### config.mk
export PLATFORM = sky130hd
export DESIGN_NAME = dir_home_ctrl
export DESIGN_NICKNAME = d
export VERILOG_FILES = /design/src/rtl/dir_pkg.sv /design/src/rtl/dir_state_table.sv /design/src/rtl/dir_backing_mem.sv /design/src/rtl/dir_lowest_bit.sv /design/src/rtl/dir_home_ctrl.sv
export SDC_FILE = /design/constraint.sdc
export NUM_CORES = 1
export LEC_CHECK = 0
export BUFFER_PORTS_ARGS = -buffer_cell sky130_fd_sc_hd__clkbuf_2
export CELL_PAD_IN_SITES_DETAIL_PLACEMENT = 1
export CELL_PAD_IN_SITES_GLOBAL_PLACEMENT = 2
export CORE_ASPECT_RATIO = 0.75
export CORE_MARGIN = 4
export CORE_UTILIZATION = 47
export CTS_BUF_LIST = sky130_fd_sc_hd__clkbuf_8
export CTS_CLUSTER_SIZE = 16
export DETAILED_ROUTE_END_ITERATION = 16
export PLACE_DENSITY = 0.84
export SLEW_MARGIN = 20
export SYNTH_ARGS = -nofsm -noshare
export SYNTH_HDL_FRONTEND = slang
export SYNTH_SLANG_ARGS = --single-unit
### constraint.sdc
create_clock -name clk -period 7.2 [get_ports clk]
set_clock_uncertainty 0.2 [all_clocks]
set_input_delay 1.08 -clock clk [delete_from_list [all_inputs] [get_ports clk]]
set_output_delay 1.08 -clock clk [all_outputs]
set_load 0.05 [all_outputs]
### src/rtl/dir_pkg.sv
package dir_pkg;

    typedef enum logic [1:0] {
        REQ_RD   = 2'd0,
        REQ_WR   = 2'd1,
        REQ_WB   = 2'd2,
        REQ_RSVD = 2'd3
    } req_e;

    typedef enum logic [1:0] {
        RSP_DATA  = 2'd0,
        RSP_INV   = 2'd1,
        RSP_FETCH = 2'd2,
        RSP_FINV  = 2'd3
    } rsp_e;

    typedef enum logic [1:0] {
        DS_UNC = 2'd0,
        DS_SHR = 2'd1,
        DS_EXC = 2'd2
    } dstate_e;

    typedef enum logic [2:0] {
        ST_IDLE,
        ST_DECIDE,
        ST_INVAL,
        ST_FETCH,
        ST_WAIT_WB,
        ST_REPLY
    } fsm_e;

endpackage

### src/rtl/dir_state_table.sv
module dir_state_table #(
    parameter int NODES  = 8,
    parameter int BLOCKS = 16,
    parameter int ADDR_W = 4
) (
    input  logic              clk,
    input  logic              rst_n,
    input  logic [ADDR_W-1:0] rd_addr,
    output logic [1:0]        rd_state,
    output logic [NODES-1:0]  rd_sharers,
    input  logic              wr_en,
    input  logic [ADDR_W-1:0] wr_addr,
    input  logic [1:0]        wr_state,
    input  logic [NODES-1:0]  wr_sharers
);

    logic [1:0]       state_q   [BLOCKS];
    logic [NODES-1:0] sharers_q [BLOCKS];

    for (genvar b = 0; b < BLOCKS; b++) begin : g_entry
        always_ff @(posedge clk) begin
            if (!rst_n) begin
                state_q[b]   <= 2'd0;
                sharers_q[b] <= '0;
            end else if (wr_en && (wr_addr == ADDR_W'(b))) begin
                state_q[b]   <= wr_state;
                sharers_q[b] <= wr_sharers;
            end
        end
    end

    assign rd_state   = state_q[rd_addr];
    assign rd_sharers = sharers_q[rd_addr];

endmodule

### src/rtl/dir_backing_mem.sv
module dir_backing_mem #(
    parameter int BLOCKS = 16,
    parameter int ADDR_W = 4,
    parameter int DATA_W = 32
) (
    input  logic              clk,
    input  logic              rst_n,
    input  logic [ADDR_W-1:0] rd_addr,
    output logic [DATA_W-1:0] rd_data,
    input  logic              wr_en,
    input  logic [ADDR_W-1:0] wr_addr,
    input  logic [DATA_W-1:0] wr_data
);

    logic [DATA_W-1:0] word_q [BLOCKS];

    for (genvar b = 0; b < BLOCKS; b++) begin : g_word
        always_ff @(posedge clk) begin
            if (!rst_n) begin
                word_q[b] <= '0;
            end else if (wr_en && (wr_addr == ADDR_W'(b))) begin
                word_q[b] <= wr_data;
            end
        end
    end

    assign rd_data = word_q[rd_addr];

endmodule

### src/rtl/dir_lowest_bit.sv
module dir_lowest_bit #(
    parameter int N  = 8,
    parameter int IW = 3
) (
    input  logic [N-1:0]  vec,
    output logic [IW-1:0] idx
);

    always_comb begin
        idx = '0;
        for (int i = N - 1; i >= 0; i--) begin
            if (vec[i]) begin
                idx = IW'(i);
            end
        end
    end

endmodule

### src/rtl/dir_home_ctrl.sv
module dir_home_ctrl
    import dir_pkg::*;
#(
    parameter int NODES  = 8,
    parameter int BLOCKS = 16,
    parameter int DATA_W = 32,
    localparam int NODE_W = $clog2(NODES),
    localparam int ADDR_W = $clog2(BLOCKS)
) (
    input  logic              clk,
    input  logic              rst_n,
    input  logic              in_valid,
    output logic              in_ready,
    input  logic [1:0]        in_type,
    input  logic [NODE_W-1:0] in_src,
    input  logic [ADDR_W-1:0] in_addr,
    input  logic [DATA_W-1:0] in_data,
    output logic              out_valid,
    input  logic              out_ready,
    output logic [1:0]        out_type,
    output logic [NODE_W-1:0] out_dest,
    output logic [ADDR_W-1:0] out_addr,
    output logic [DATA_W-1:0] out_data
);

    localparam logic [NODES-1:0] ONE_BIT = NODES'(1);

    fsm_e              st_q, st_nx;
    req_e              req_type_q;
    logic [NODE_W-1:0] req_src_q;
    logic [ADDR_W-1:0] req_addr_q;
    logic [DATA_W-1:0] req_data_q;
    logic [NODES-1:0]  pend_q;
    logic [NODE_W-1:0] owner_q;
    logic              finv_q;

    logic [1:0]        tbl_rd_state;
    logic [NODES-1:0]  tbl_rd_sharers;
    logic              tbl_we;
    logic [1:0]        tbl_wstate;
    logic [NODES-1:0]  tbl_wsharers;
    logic [DATA_W-1:0] mem_rd_data;
    logic              mem_we;
    logic [DATA_W-1:0] mem_wdata;
    logic [NODE_W-1:0] inv_idx;
    logic [NODE_W-1:0] own_idx;

    dstate_e           cur_state;
    logic [NODES-1:0]  src_bit;
    logic [NODES-1:0]  owner_bit;
    logic [NODES-1:0]  others;
    logic              out_fire;
    logic              wb_fire;

    assign cur_state = dstate_e'(tbl_rd_state);
    assign src_bit   = ONE_BIT << req_src_q;
    assign owner_bit = ONE_BIT << owner_q;
    assign others    = tbl_rd_sharers & ~src_bit;
    assign out_fire  = out_valid && out_ready;
    assign wb_fire   = (st_q == ST_WAIT_WB) && in_valid && (req_e'(in_type) == REQ_WB);

    dir_state_table #(
        .NODES (NODES),
        .BLOCKS(BLOCKS),
        .ADDR_W(ADDR_W)
    ) u_table (
        .clk       (clk),
        .rst_n     (rst_n),
        .rd_addr   (req_addr_q),
        .rd_state  (tbl_rd_state),
        .rd_sharers(tbl_rd_sharers),
        .wr_en     (tbl_we),
        .wr_addr   (req_addr_q),
        .wr_state  (tbl_wstate),
        .wr_sharers(tbl_wsharers)
    );

    dir_backing_mem #(
        .BLOCKS(BLOCKS),
        .ADDR_W(ADDR_W),
        .DATA_W(DATA_W)
    ) u_mem (
        .clk    (clk),
        .rst_n  (rst_n),
        .rd_addr(req_addr_q),
        .rd_data(mem_rd_data),
        .wr_en  (mem_we),
        .wr_addr(req_addr_q),
        .wr_data(mem_wdata)
    );

    dir_lowest_bit #(
        .N (NODES),
        .IW(NODE_W)
    ) u_inv_scan (
        .vec(pend_q),
        .idx(inv_idx)
    );

    dir_lowest_bit #(
        .N (NODES),
        .IW(NODE_W)
    ) u_own_scan (
        .vec(tbl_rd_sharers),
        .idx(own_idx)
    );

    // next-state selection
    always_comb begin
        st_nx = st_q;
        unique case (st_q)
            ST_IDLE: begin
                if (in_valid) st_nx = ST_DECIDE;
            end
            ST_DECIDE: begin
                unique case (req_type_q)
                    REQ_RD: st_nx = (cur_state == DS_EXC) ? ST_FETCH : ST_REPLY;
                    REQ_WR: begin
                        if (cur_state == DS_EXC)
                            st_nx = ST_FETCH;
                        else if ((cur_state == DS_SHR) && (others != '0))
                            st_nx = ST_INVAL;
                        else
                            st_nx = ST_REPLY;
                    end
                    default: st_nx = ST_IDLE;
                endcase
            end
            ST_INVAL: begin
                if (out_ready && ((pend_q & (pend_q - ONE_BIT)) == '0)) st_nx = ST_REPLY;
            end
            ST_FETCH: begin
                if (out_ready) st_nx = ST_WAIT_WB;
            end
            ST_WAIT_WB: begin
                if (wb_fire) st_nx = ST_REPLY;
            end
            ST_REPLY: begin
                if (out_ready) st_nx = ST_IDLE;
            end
            default: st_nx = ST_IDLE;
        endcase
    end

    // state register and request context
    always_ff @(posedge clk) begin
        if (!rst_n) begin
            st_q       <= ST_IDLE;
            req_type_q <= REQ_RD;
            req_src_q  <= '0;
            req_addr_q <= '0;
            req_data_q <= '0;
            pend_q     <= '0;
            owner_q    <= '0;
            finv_q     <= 1'b0;
        end else begin
            st_q <= st_nx;
            unique case (st_q)
                ST_IDLE: begin
                    if (in_valid) begin
                        req_type_q <= req_e'(in_type);
                        req_src_q  <= in_src;
                        req_addr_q <= in_addr;
                        req_data_q <= in_data;
                    end
                end
                ST_DECIDE: begin
                    pend_q  <= others;
                    owner_q <= own_idx;
                    finv_q  <= (req_type_q == REQ_WR);
                end
                ST_INVAL: begin
                    if (out_ready) pend_q[inv_idx] <= 1'b0;
                end
                default: ;
            endcase
        end
    end

    // outputs, directory writes and memory writes
    always_comb begin
        in_ready     = 1'b0;
        out_valid    = 1'b0;
        out_type     = RSP_DATA;
        out_dest     = req_src_q;
        out_addr     = req_addr_q;
        out_data     = '0;
        tbl_we       = 1'b0;
        tbl_wstate   = DS_UNC;
        tbl_wsharers = '0;
        mem_we       = 1'b0;
        mem_wdata    = req_data_q;
        unique case (st_q)
            ST_IDLE: in_ready = 1'b1;
            ST_DECIDE: begin
                unique case (req_type_q)
                    REQ_RD: begin
                        if (cur_state == DS_UNC) begin
                            tbl_we       = 1'b1;
                            tbl_wstate   = DS_SHR;
                            tbl_wsharers = src_bit;
                        end else if (cur_state == DS_SHR) begin
                            tbl_we       = 1'b1;
                            tbl_wstate   = DS_SHR;
                            tbl_wsharers = tbl_rd_sharers | src_bit;
                        end
                    end
                    REQ_WR: begin
                        if (cur_state != DS_EXC) begin
                            tbl_we       = 1'b1;
                            tbl_wstate   = DS_EXC;
                            tbl_wsharers = src_bit;
                        end
                    end
                    REQ_WB: begin
                        if (cur_state == DS_EXC) begin
                            tbl_we       = 1'b1;
                            tbl_wstate   = DS_UNC;
                            tbl_wsharers = '0;
                            mem_we       = 1'b1;
                            mem_wdata    = req_data_q;
                        end
                    end
                    default: ;
                endcase
            end
            ST_INVAL: begin
                out_valid = 1'b1;
                out_type  = RSP_INV;
                out_dest  = inv_idx;
            end
            ST_FETCH: begin
                out_valid = 1'b1;
                out_type  = finv_q ? RSP_FINV : RSP_FETCH;
                out_dest  = owner_q;
            end
            ST_WAIT_WB: begin
                in_ready = (req_e'(in_type) == REQ_WB);
                if (wb_fire) begin
                    mem_we       = 1'b1;
                    mem_wdata    = in_data;
                    tbl_we       = 1'b1;
                    tbl_wstate   = finv_q ? DS_EXC : DS_SHR;
                    tbl_wsharers = finv_q ? src_bit : (src_bit | owner_bit);
                end
            end
            ST_REPLY: begin
                out_valid = 1'b1;
                out_type  = RSP_DATA;
                out_dest  = req_src_q;
                out_data  = mem_rd_data;
            end
            default: ;
        endcase
    end

endmodule

# After elaboration in Yosys (flattened, before gate mapping)

Memory sizes are Yosys's and may differ from the RTL's. A register that Yosys moved wholly into a read port is not among the register bits.
Cells that the tools add are included.
W data, S select, Z words.

Register bits after elaboration: 56
Bits in writable memories: 672
Input bits: 45
Output and inout bits: 43
Logic and storage cells: 363
Memories: 3

Memory list:

| name              | words | width | read ports | clocked after Yosys merged registers in | write ports | line                  | text |
|---|---|---|---|---|---|---|---|
| u_mem.word_q      | 16    | 32    | 1          | 1                                       | 16          | dir_backing_mem.sv:15 | `logic [DATA_W-1:0] word_q [BLOCKS];` |
| u_table.sharers_q | 16    | 8     | 1          | 1                                       | 16          | dir_state_table.sv:18 | `logic [NODES-1:0] sharers_q [BLOCKS];` |
| u_table.state_q   | 16    | 2     | 1          | 1                                       | 16          | dir_state_table.sv:17 | `logic [1:0] state_q [BLOCKS];` |

Add/sub/neg operators: 1
$lt $le $gt $ge: 2
Equal/unequal tests: 32
Shifts and indexed selects: 2
Multiplexer cells: 212
Bitwise operators: 55
Reductions and logical operators: 48

Operator list:

| cell                  | number |
|---|---|
| $mux W32              | 19 |
| $mux W8               | 22 |
| $mux W1               | 108 |
| $mux W3               | 24 |
| $or A1 B1 Y1          | 48 |
| $pmux W8 S2           | 3 |
| $mux W2               | 19 |
| $logic_and A1 B1 Y1   | 37 |
| $eq A4 B4 Y1 const B  | 8 |
| $and A8 B8 Y8         | 3 |
| $mux W4               | 6 |
| $pmux W3 S6           | 1 |
| $eq A4 B3 Y1 const B  | 4 |
| $not A8 Y8            | 2 |
| $or A8 B8 Y8          | 2 |
| $shl A1 B3 Y8 const A | 2 |
| $ne A2 B2 Y1 const B  | 7 |
| $pmux W2 S2           | 3 |
| $pmux W3 S2           | 2 |
| $eq A4 B2 Y1 const B  | 2 |
| $logic_not A8 Y1      | 1 |
| $reduce_bool A8 Y1    | 1 |
| $sub A8 B1 Y8 const B | 1 |
| $eq A2 B2 Y1 const B  | 3 |
| other kinds (17)      | 24 |

# Longest topological paths before layout

Gate-level depths: netlist (run 1).

Depth in word-level cells: 16
Mapped depth: 12
Depth with buffers taken out: 7

# Cells and area by module

A second synthesis (run 1) with hierarchy kept.

Cell total of the unflattened synthesis: 2,376
Area total of the unflattened synthesis: 33,880.0 µm²

By module, submodules not included:

| module          | times used | cells an instance | area an instance (µm²) | sequential area each (µm²) |
|---|---|---|---|---|
| dir_backing_mem | 1          | 1,422             | 22,828.1               | 15,374.7 |
| dir_state_table | 1          | 463               | 7,320.8                | 4,804.6 |
| dir_home_ctrl   | 1          | 467               | 3,563.4                | 1,121.1 |
| dir_lowest_bit  | 2          | 12                | 83.8                   | 0.0 |

# Worst setup path before layout (run 1)

OpenSTA, ideal clock, no wires.

Kind: reg-to-reg
Start: register (tool-made name)
End: memory u_mem.word_q[15][0] (enable)
Setup time: 0.466 ns
Arrival: 4.431 ns
Required time: 6.534 ns
Setup slack: 2.103 ns
Stages on the path, launching flop included: 10
Path buffers: 3
Clock period less this slack: 5.097 ns
Cell sequence: dfxtp_1 > buf_2 > buf_2 > mux4_2 > nor3b_1 > a31oi_1 > mux2_2 > o31a_1 > clkbuf_1 > o21ai_0

RTL lines:

| item      | line |
|---|---|
| to (decl) | dir_backing_mem.sv:15 |

==> results of run 1 <==
[layout by cell type (no fill, tap or decap), types with 6 or more instances in the layout]
cell type	n
clkinv_1	23
nor3_1	14
inv_1	52
nand2b_1	10
a21boi_0	46
a21oi_2	8
mux2i_1	42
nand3_2	16
a21oi_1	22
clkinv_2	14
clkbuf_8	120
nor2b_1	52
nand3b_1	7
nand3_1	12
mux4_2	204
nand2_1	134
nor2_1	705
o21ai_4	16
clkbuf_2	86
a22oi_1	12
dfxtp_1	56
buf_4	84
o21ai_0	27
edfxtp_1	672
and2_1	6
[cell families (layout without fill, tap and decap cells)]
family	Yosys count	in the layout
multiplexers	251	251
flip-flops	732	732
adder cells (fa/ha/maj)	1	1
AO/OA/AOI/OAI	174	174
other	0	3
AND/OR/NAND/NOR	975	975
buffers and inverters	200	391
[worst paths after layout]
| kind | end | start | slack, ns |
|---|---|---|---|
| worst min register to register | req_data_q[27] | req_data_q[27] | 0.27 |
| worst max-delay path | out_data[27] | flop | 1.80 |
| worst max register to register | u_mem.word_q[5][5] | flop | 2.16 |
| worst min-delay path | req_data_q[27] | req_data_q[27] | 0.27 |
[worst max-delay path, cell delays in order, from the launching register on]
cell,delay (ns)
dfxtp_4,0.83
buf_4,0.74
mux4_2,0.62
mux4_2,0.57
nor2b_1,0.20
clkbuf_2,0.28
[state kept, by name, indices dropped and copies added (netlist names), 3 cells and up, named ones only]
register           cells
req_data_q            32
req_src_q              3
u_table.state_q       32
u_table.sharers_q    128
u_mem.word_q         512
out_addr               4
owner_q                3
pend_q                 8
st_q                   3
[through the flow]
| step | total power [mW] | utilization | hold slack [ns] |
|---|---|---|---|
| after global placement | 7.851 | 0.4990 | 0.2497 |
| after floorplan | 6.942 | - | 0.2431 |
| after detailed placement | 7.952 | 0.4994 | 0.2634 |
| final | 11.16 | 0.5315 | 0.2682 |
| after global routing | 11.59 | 0.5314 | 0.2883 |
| after CTS | 11.16 | 0.5291 | 0.2722 |
[per-layer routing]
layer	global-route usage	up-vias	share of wire	wire length, microns
met4	0.07270	6	0.022	2155
met5	0	-	0.00034	34
met2	0.4169	1045	0.46	45570
li1	-	8790	-	-
met3	0.08818	154	0.11	11180
met1	0.3723	11040	0.41	40230
[layout make-up]
class / instances / area (sq um)
fillers: 6682 / 32060
flip-flops and latches: 732 / 21400
multi-input cells: 1401 / 10560
clock buffers: 120 / 1652
repair buffers: 176 / 1219
well taps: 892 / 1116
clock inverters: 82 / 384.1
inverters: 13 / 48.80
diodes: 3 / 7.507
[cell usage after synthesis, types with 3 or more instances]
cell / count / area, sq um
a211oi_1: 3 / 22.52
a21boi_0: 46 / 345.3
a22oi_1: 12 / 90.09
a21oi_1: 30 / 150.1
o31ai_1: 5 / 37.54
buf_1: 13 / 48.80
o21ai_0: 43 / 215.2
mux4_2: 204 / 4594
inv_1: 12 / 45.04
o21a_1: 3 / 22.52
nor2_1: 705 / 2646
edfxtp_1: 672 / 20180
dfxtp_1: 60 / 1201
nor3_1: 14 / 70.07
a32oi_1: 5 / 43.79
a31oi_1: 3 / 18.77
clkbuf_1: 110 / 412.9
nand2b_1: 10 / 62.56
mux2i_1: 45 / 450.4
nor2b_1: 52 / 325.3
and2_1: 7 / 43.79
nand3b_1: 7 / 52.55
buf_2: 62 / 310.3
nand2_1: 136 / 510.5
nor4_1: 4 / 25.02
nand3_1: 28 / 140.1
[power by group]
| part | total (mW) | switching, mW | internal [mW] | leakage (nW) |
|---|---|---|---|---|
| registers | 5.26 | 0.274 | 4.98 | 7.35 |
| logic | 2.66 | 1.72 | 0.942 | 3.55 |
| clock network | 3.24 | 1.67 | 1.57 | 1.19 |
==> qor.csv, run 1 <==
metric,value,unit
unrepaired setup endpoints after global routing,no,
outcome,"finished, final reports clean",
Inst Count DP,3209,
setup TNS,0,ns
DP Wirelength,61500,microns
routed wire length,99160,microns
core footprint,68440,sq um
setup ws final,1.803,ns
# rows,83,
Place WS,2.181,ns
chip height,235.5,microns
Final setup viols,0,
Period minus WS final,5.397,ns
Die X,311.3,microns
Bufs on Longest Clock Path,3,
detailed-route via count,21030,
drt first pass iters,5,
initial core utilization,0.4740,
max-slew violations,0,
CP startpoint kind,flop,
arrival time worst endpoint,4.12,ns
number of synthesized flops with an enable pin,672,
Tcrit/Tclk final,0.7497,
"FFs w/ async S/R, synth",0,
Seq cells post-synth,732,
Max Cap Violations,0,
DRC Markers,0,
Via density,6.152,
gr usage total,0.2699,
max_slew headroom,0.2446,
DP Area,34180,sq um
Mapped Cells,2333,
gpl congestion,0.8387,
xor/xnor cell area share of the yosys netlist,0,
WS Path Type,reg -> out,
DR WL/cell,29.00,microns
Critical Path RT,5.92,ns
H-tree Lvls,3,
initial antenna violation count,6,
clock latency on the worst-skew pair,0.77,ns
Hold Crit Class,reg -> reg,
Tightest Pin Transition,1.129,ns
Hold Path Depth,2,
Iter 0 DRT Violations,2900,
Mean Syn Cell Area,13.90,sq um
# IOs,88,
global-route wire length before repair,146400,microns
gr ovfl total,0,
final-report hold violation count,0,
main combinational cell family by area after synthesis,multiplexers,
Syn. warnings,0,
Root Driver,clkbuf_8,
Adder-Cell Fraction of Synth Area,0.0003086,
Netlist cell types,58,
Final Non-Filler Cells,3419,
top_reg_cell synth,edfxtp_1,
sequential-to-total area share from yosys stat,0.6592,
CTS Sinks,732,
vias in the first global route,22110,
nets@finish,2482,
hold_buf cts,0,
VDD IR max,0.0001586,V
Post-CTS Setup Bufs,0,
"CTS clk-pin slew, worst paths",0.07,ns
"Max FO, Critical Path",39,
Final ANT Viol Nets,0,
area of the mapped netlist,32440,sq um
Setup crit end kind,primary output,
largest net degree at the start of global routing,89,
Reg2Reg Depth,7,
post-synthesis compound-gate area fraction,0.03630,
Die ar.,73320,sq um
post-route cell area,36380,sq um
Synth Area in Simple Gates,0.1222,
"Area growth, synth to finish",12.15,%
cts repair resizes,0,
CTS buffer count,113,
mux share of post-synthesis cell area,0.1562,
Static Leak,12.10,nW
layout cells sized above 1,0.2302,
highest clock rate,185.3,MHz
Syn Nets,2378,
CTS tree,done,
Port Buffers,87,
pwr/cell area,306.7,nW/um^2
No activity file was read; power rests on OpenSTA's default activity.
==> run 2, diff against run 1 <==
ABC_AREA = 1   (was unset)
CORE_UTILIZATION = 39   (was 47)
PLACE_DENSITY = 0.81   (was 0.84)
clock period = 4.56 ns   (was 7.2 ns; I/O delays follow)
==> run 2 against run 1 <==
Against the previous run: power increased by 79%; final cell count increased by 35%; non-clock buffer count increased by 17; sequential power increased by 52%; utilization decreased by 9.0 points; combinational power increased by 150%; area after synthesis increased by 3.7%; count of clock-buffer cells in the layout increased by 5; sequential share of layout area decreased by 1.6 points; sequential cell count unchanged; setup slack got worse by 1.7 ns; largest power group unchanged.
==> qor.csv, run 2 <==
metric,value,unit
outcome,"finished, final reports clean",
# rows,92,
met1 Track Usage GR,0.3691,
Seq cells post-synth,732,
initial antenna violation count,2,
post-route cell area,37380,sq um
Final Non-Filler Cells,4622,
unrepaired setup endpoints after global routing,yes,
gpl congestion,0.8590,
top_reg_cell synth,edfxtp_1,
multi-input logic area,10330,sq um
fillers,9521,
DP Wirelength,68490,microns
vias in the first global route,27070,
layout cells sized above 1,0.1199,
Via density,5.754,
H-tree Lvls,3,
CTS buffer count,118,
CTS tree,done,
global-route wire length before repair,174500,microns
nets@finish,3434,
most frequent cells in the layout,"nor2_1, edfxtp_1, o21ai_0",
core footprint,84720,sq um
critical path's largest stage delay,0.44,ns
Setup crit end kind,primary output,
number of synthesized flops with an enable pin,672,
WS Path Type,reg -> out,
top-count cell post-synth,nor2_1,
drt first pass iters,5,
clock latency on the worst-skew pair,0.80,ns
highest clock rate,223.5,MHz
detailed-route via count,26590,
CTS Sinks,732,
slowest cell on the critical path,dfxtp_4,
Die X,347.1,microns
Critical Path RT,3.68,ns
largest net degree at the start of global routing,184,
Syn Nets,3387,
DRC Markers,0,
max_slew headroom,0.2425,
Inst Count DP,4382,
# IOs,88,
"commonest non-fill, non-tap cell in the layout",nor2_1,
Port Buffers,87,
Syn. warnings,0,
Place WS,0.5581,ns
VDD IR max,0.0003342,V
setup ws final,0.08499,ns
Final setup viols,0,
Hold Crit Class,in -> reg,
chip height,262.4,microns
register area,21390,sq um
initial core utilization,0.3971,
gr ovfl total,0,
crit-path cells,inv_8 -> buf_8 -> buf_6 -> o21ai_0 -> o221ai_1 -> nand3_1 -> a21oi_1 -> clkbuf_2,
sequential-to-total area share from yosys stat,0.6355,
Mapped Cells,3342,
Max Cap Violations,0,
Synth top cells by count,"nor2_1, edfxtp_1, nand2_1",
max-slew violations,0,
Final ANT Viol Nets,0,
M2 GR Usage,0.3875,
final-report hold violation count,0,
Regs by FF count,"u_mem.word_q (512), u_table.sharers_q (128)",
area of the mapped netlist,33640,sq um
Tcrit/Tclk final,0.9814,
routed wire length,118700,microns
Bufs on Longest Clock Path,3,
Static Leak,13.38,nW
arrival time worst endpoint,3.59,ns
Top reg by flops,u_mem.word_q,
max reg flops,512,
Period minus WS final,4.475,ns
M3 GR Usage,0.05686,
Yosys top cell by area,edfxtp_1,
Tightest Pin Transition,1.136,ns
Area contributors post-synth,"edfxtp_1, nor2_1, o21ai_0, nand2_1, dfxtp_1",
DR WL/cell,25.68,microns
gr usage total,0.2538,
Root Driver,clkbuf_8,
setup TNS,0,ns
"Area growth, synth to finish",11.12,%
grt peak-use layer,met2,
Die ar.,91080,sq um
Netlist cell types,38,
DP Area,35030,sq um
Synth top area share,0.5998,
"CTS clk-pin slew, worst paths",0.06,ns
pwr/cell area,533.7,nW/um^2
Mean Syn Cell Area,10.07,sq um
CP startpoint kind,flop,
Design Power,19.95,mW
Iter 0 DRT Violations,2979,
"FFs w/ async S/R, synth",0,
"Max FO, Critical Path",56,
-- run 2: cell count changes in the layout (fill, tap and decap cells not counted), sizes merged, moves of 123 or more --
cell,delta
mux4,-204
nor2,+299
nand2,+220
o21ai,+338
nand3,+123
inv,+128
-- run 2: metrics by stage --
stage / hold WS, ns / util
3_5_place_dp: 0.2447 / 0.4134
6_report: 0.05092 / 0.4413
4_1_cts: 0.001033 / 0.4409
2_1_floorplan: 0.2296 / -
5_1_grt: 0.02961 / 0.4412
3_3_place_gp: 0.2370 / 0.4133
-- run 2: per-layer routing --
metal,wire (microns),vias up
met3,11070,200
met4,2614,0
met5,0,-
met2,52720,1207
met1,52280,13540
li1,-,11650
-- run 2: kinds of logic (layout without fill, tap and decap cells) --
group | Yosys count | count (layout) | synth area share
and+or+nand+nor | 1524 | 1524 | 0.1865
DFF | 732 | 732 | 0.6355
buffers and inverters | 409 | 554 | 0.06028
other | 0 | 7 | 0
AOI/OAI and AO/OA | 677 | 677 | 0.1177
-- run 2: worst paths after layout --
check	startpoint	to	slack [ns]	depth (start not counted)
worst max register to register	flop	u_table.sharers_q[3][3]	0.67	12
worst max-delay path	flop	out_data[8]	0.08	8
worst min register to register	req_data_q[9]	req_data_q[9]	0.25	2
worst min-delay path	in_data[23]	req_data_q[23]	0.05	3
-- run 2: cell type report --
type,count,share of cell area
clock inverters,93,0.01175
repair buffers,193,0.04070
inverters,143,0.01463
diodes,7,0.0004686
flip-flops and latches,732,0.5723
clock buffers,125,0.04602
multi-input cells,2201,0.2764
well taps,1128,0.03775
-- run 2: timing repair --
action | in CTS | in global routing
resized for setup | 4 | 4
endpoints found under the hold margin | 16 | 0
pin swaps | 0 | 0
setup endpoints to repair | 8 | 5
hold buffers | 15 | 0
setup buffers | 0 | 0
-- run 2: worst max-delay path: cells and delay by family, from the launching register on --
family,cells,cell delay (ns)
buffers and inverters,4,1.40
AOI/OAI and AO/OA,3,0.80
and+or+nand+nor,1,0.10
DFF,1,0.44
-- run 2: power by group --
group          leakage, nW  internal [mW]  switching, mW
clock                 1.26           2.63           2.74
combinational         4.68           1.57           4.99
sequential            7.44           7.75          0.258
total                 13.4           12.0           8.00
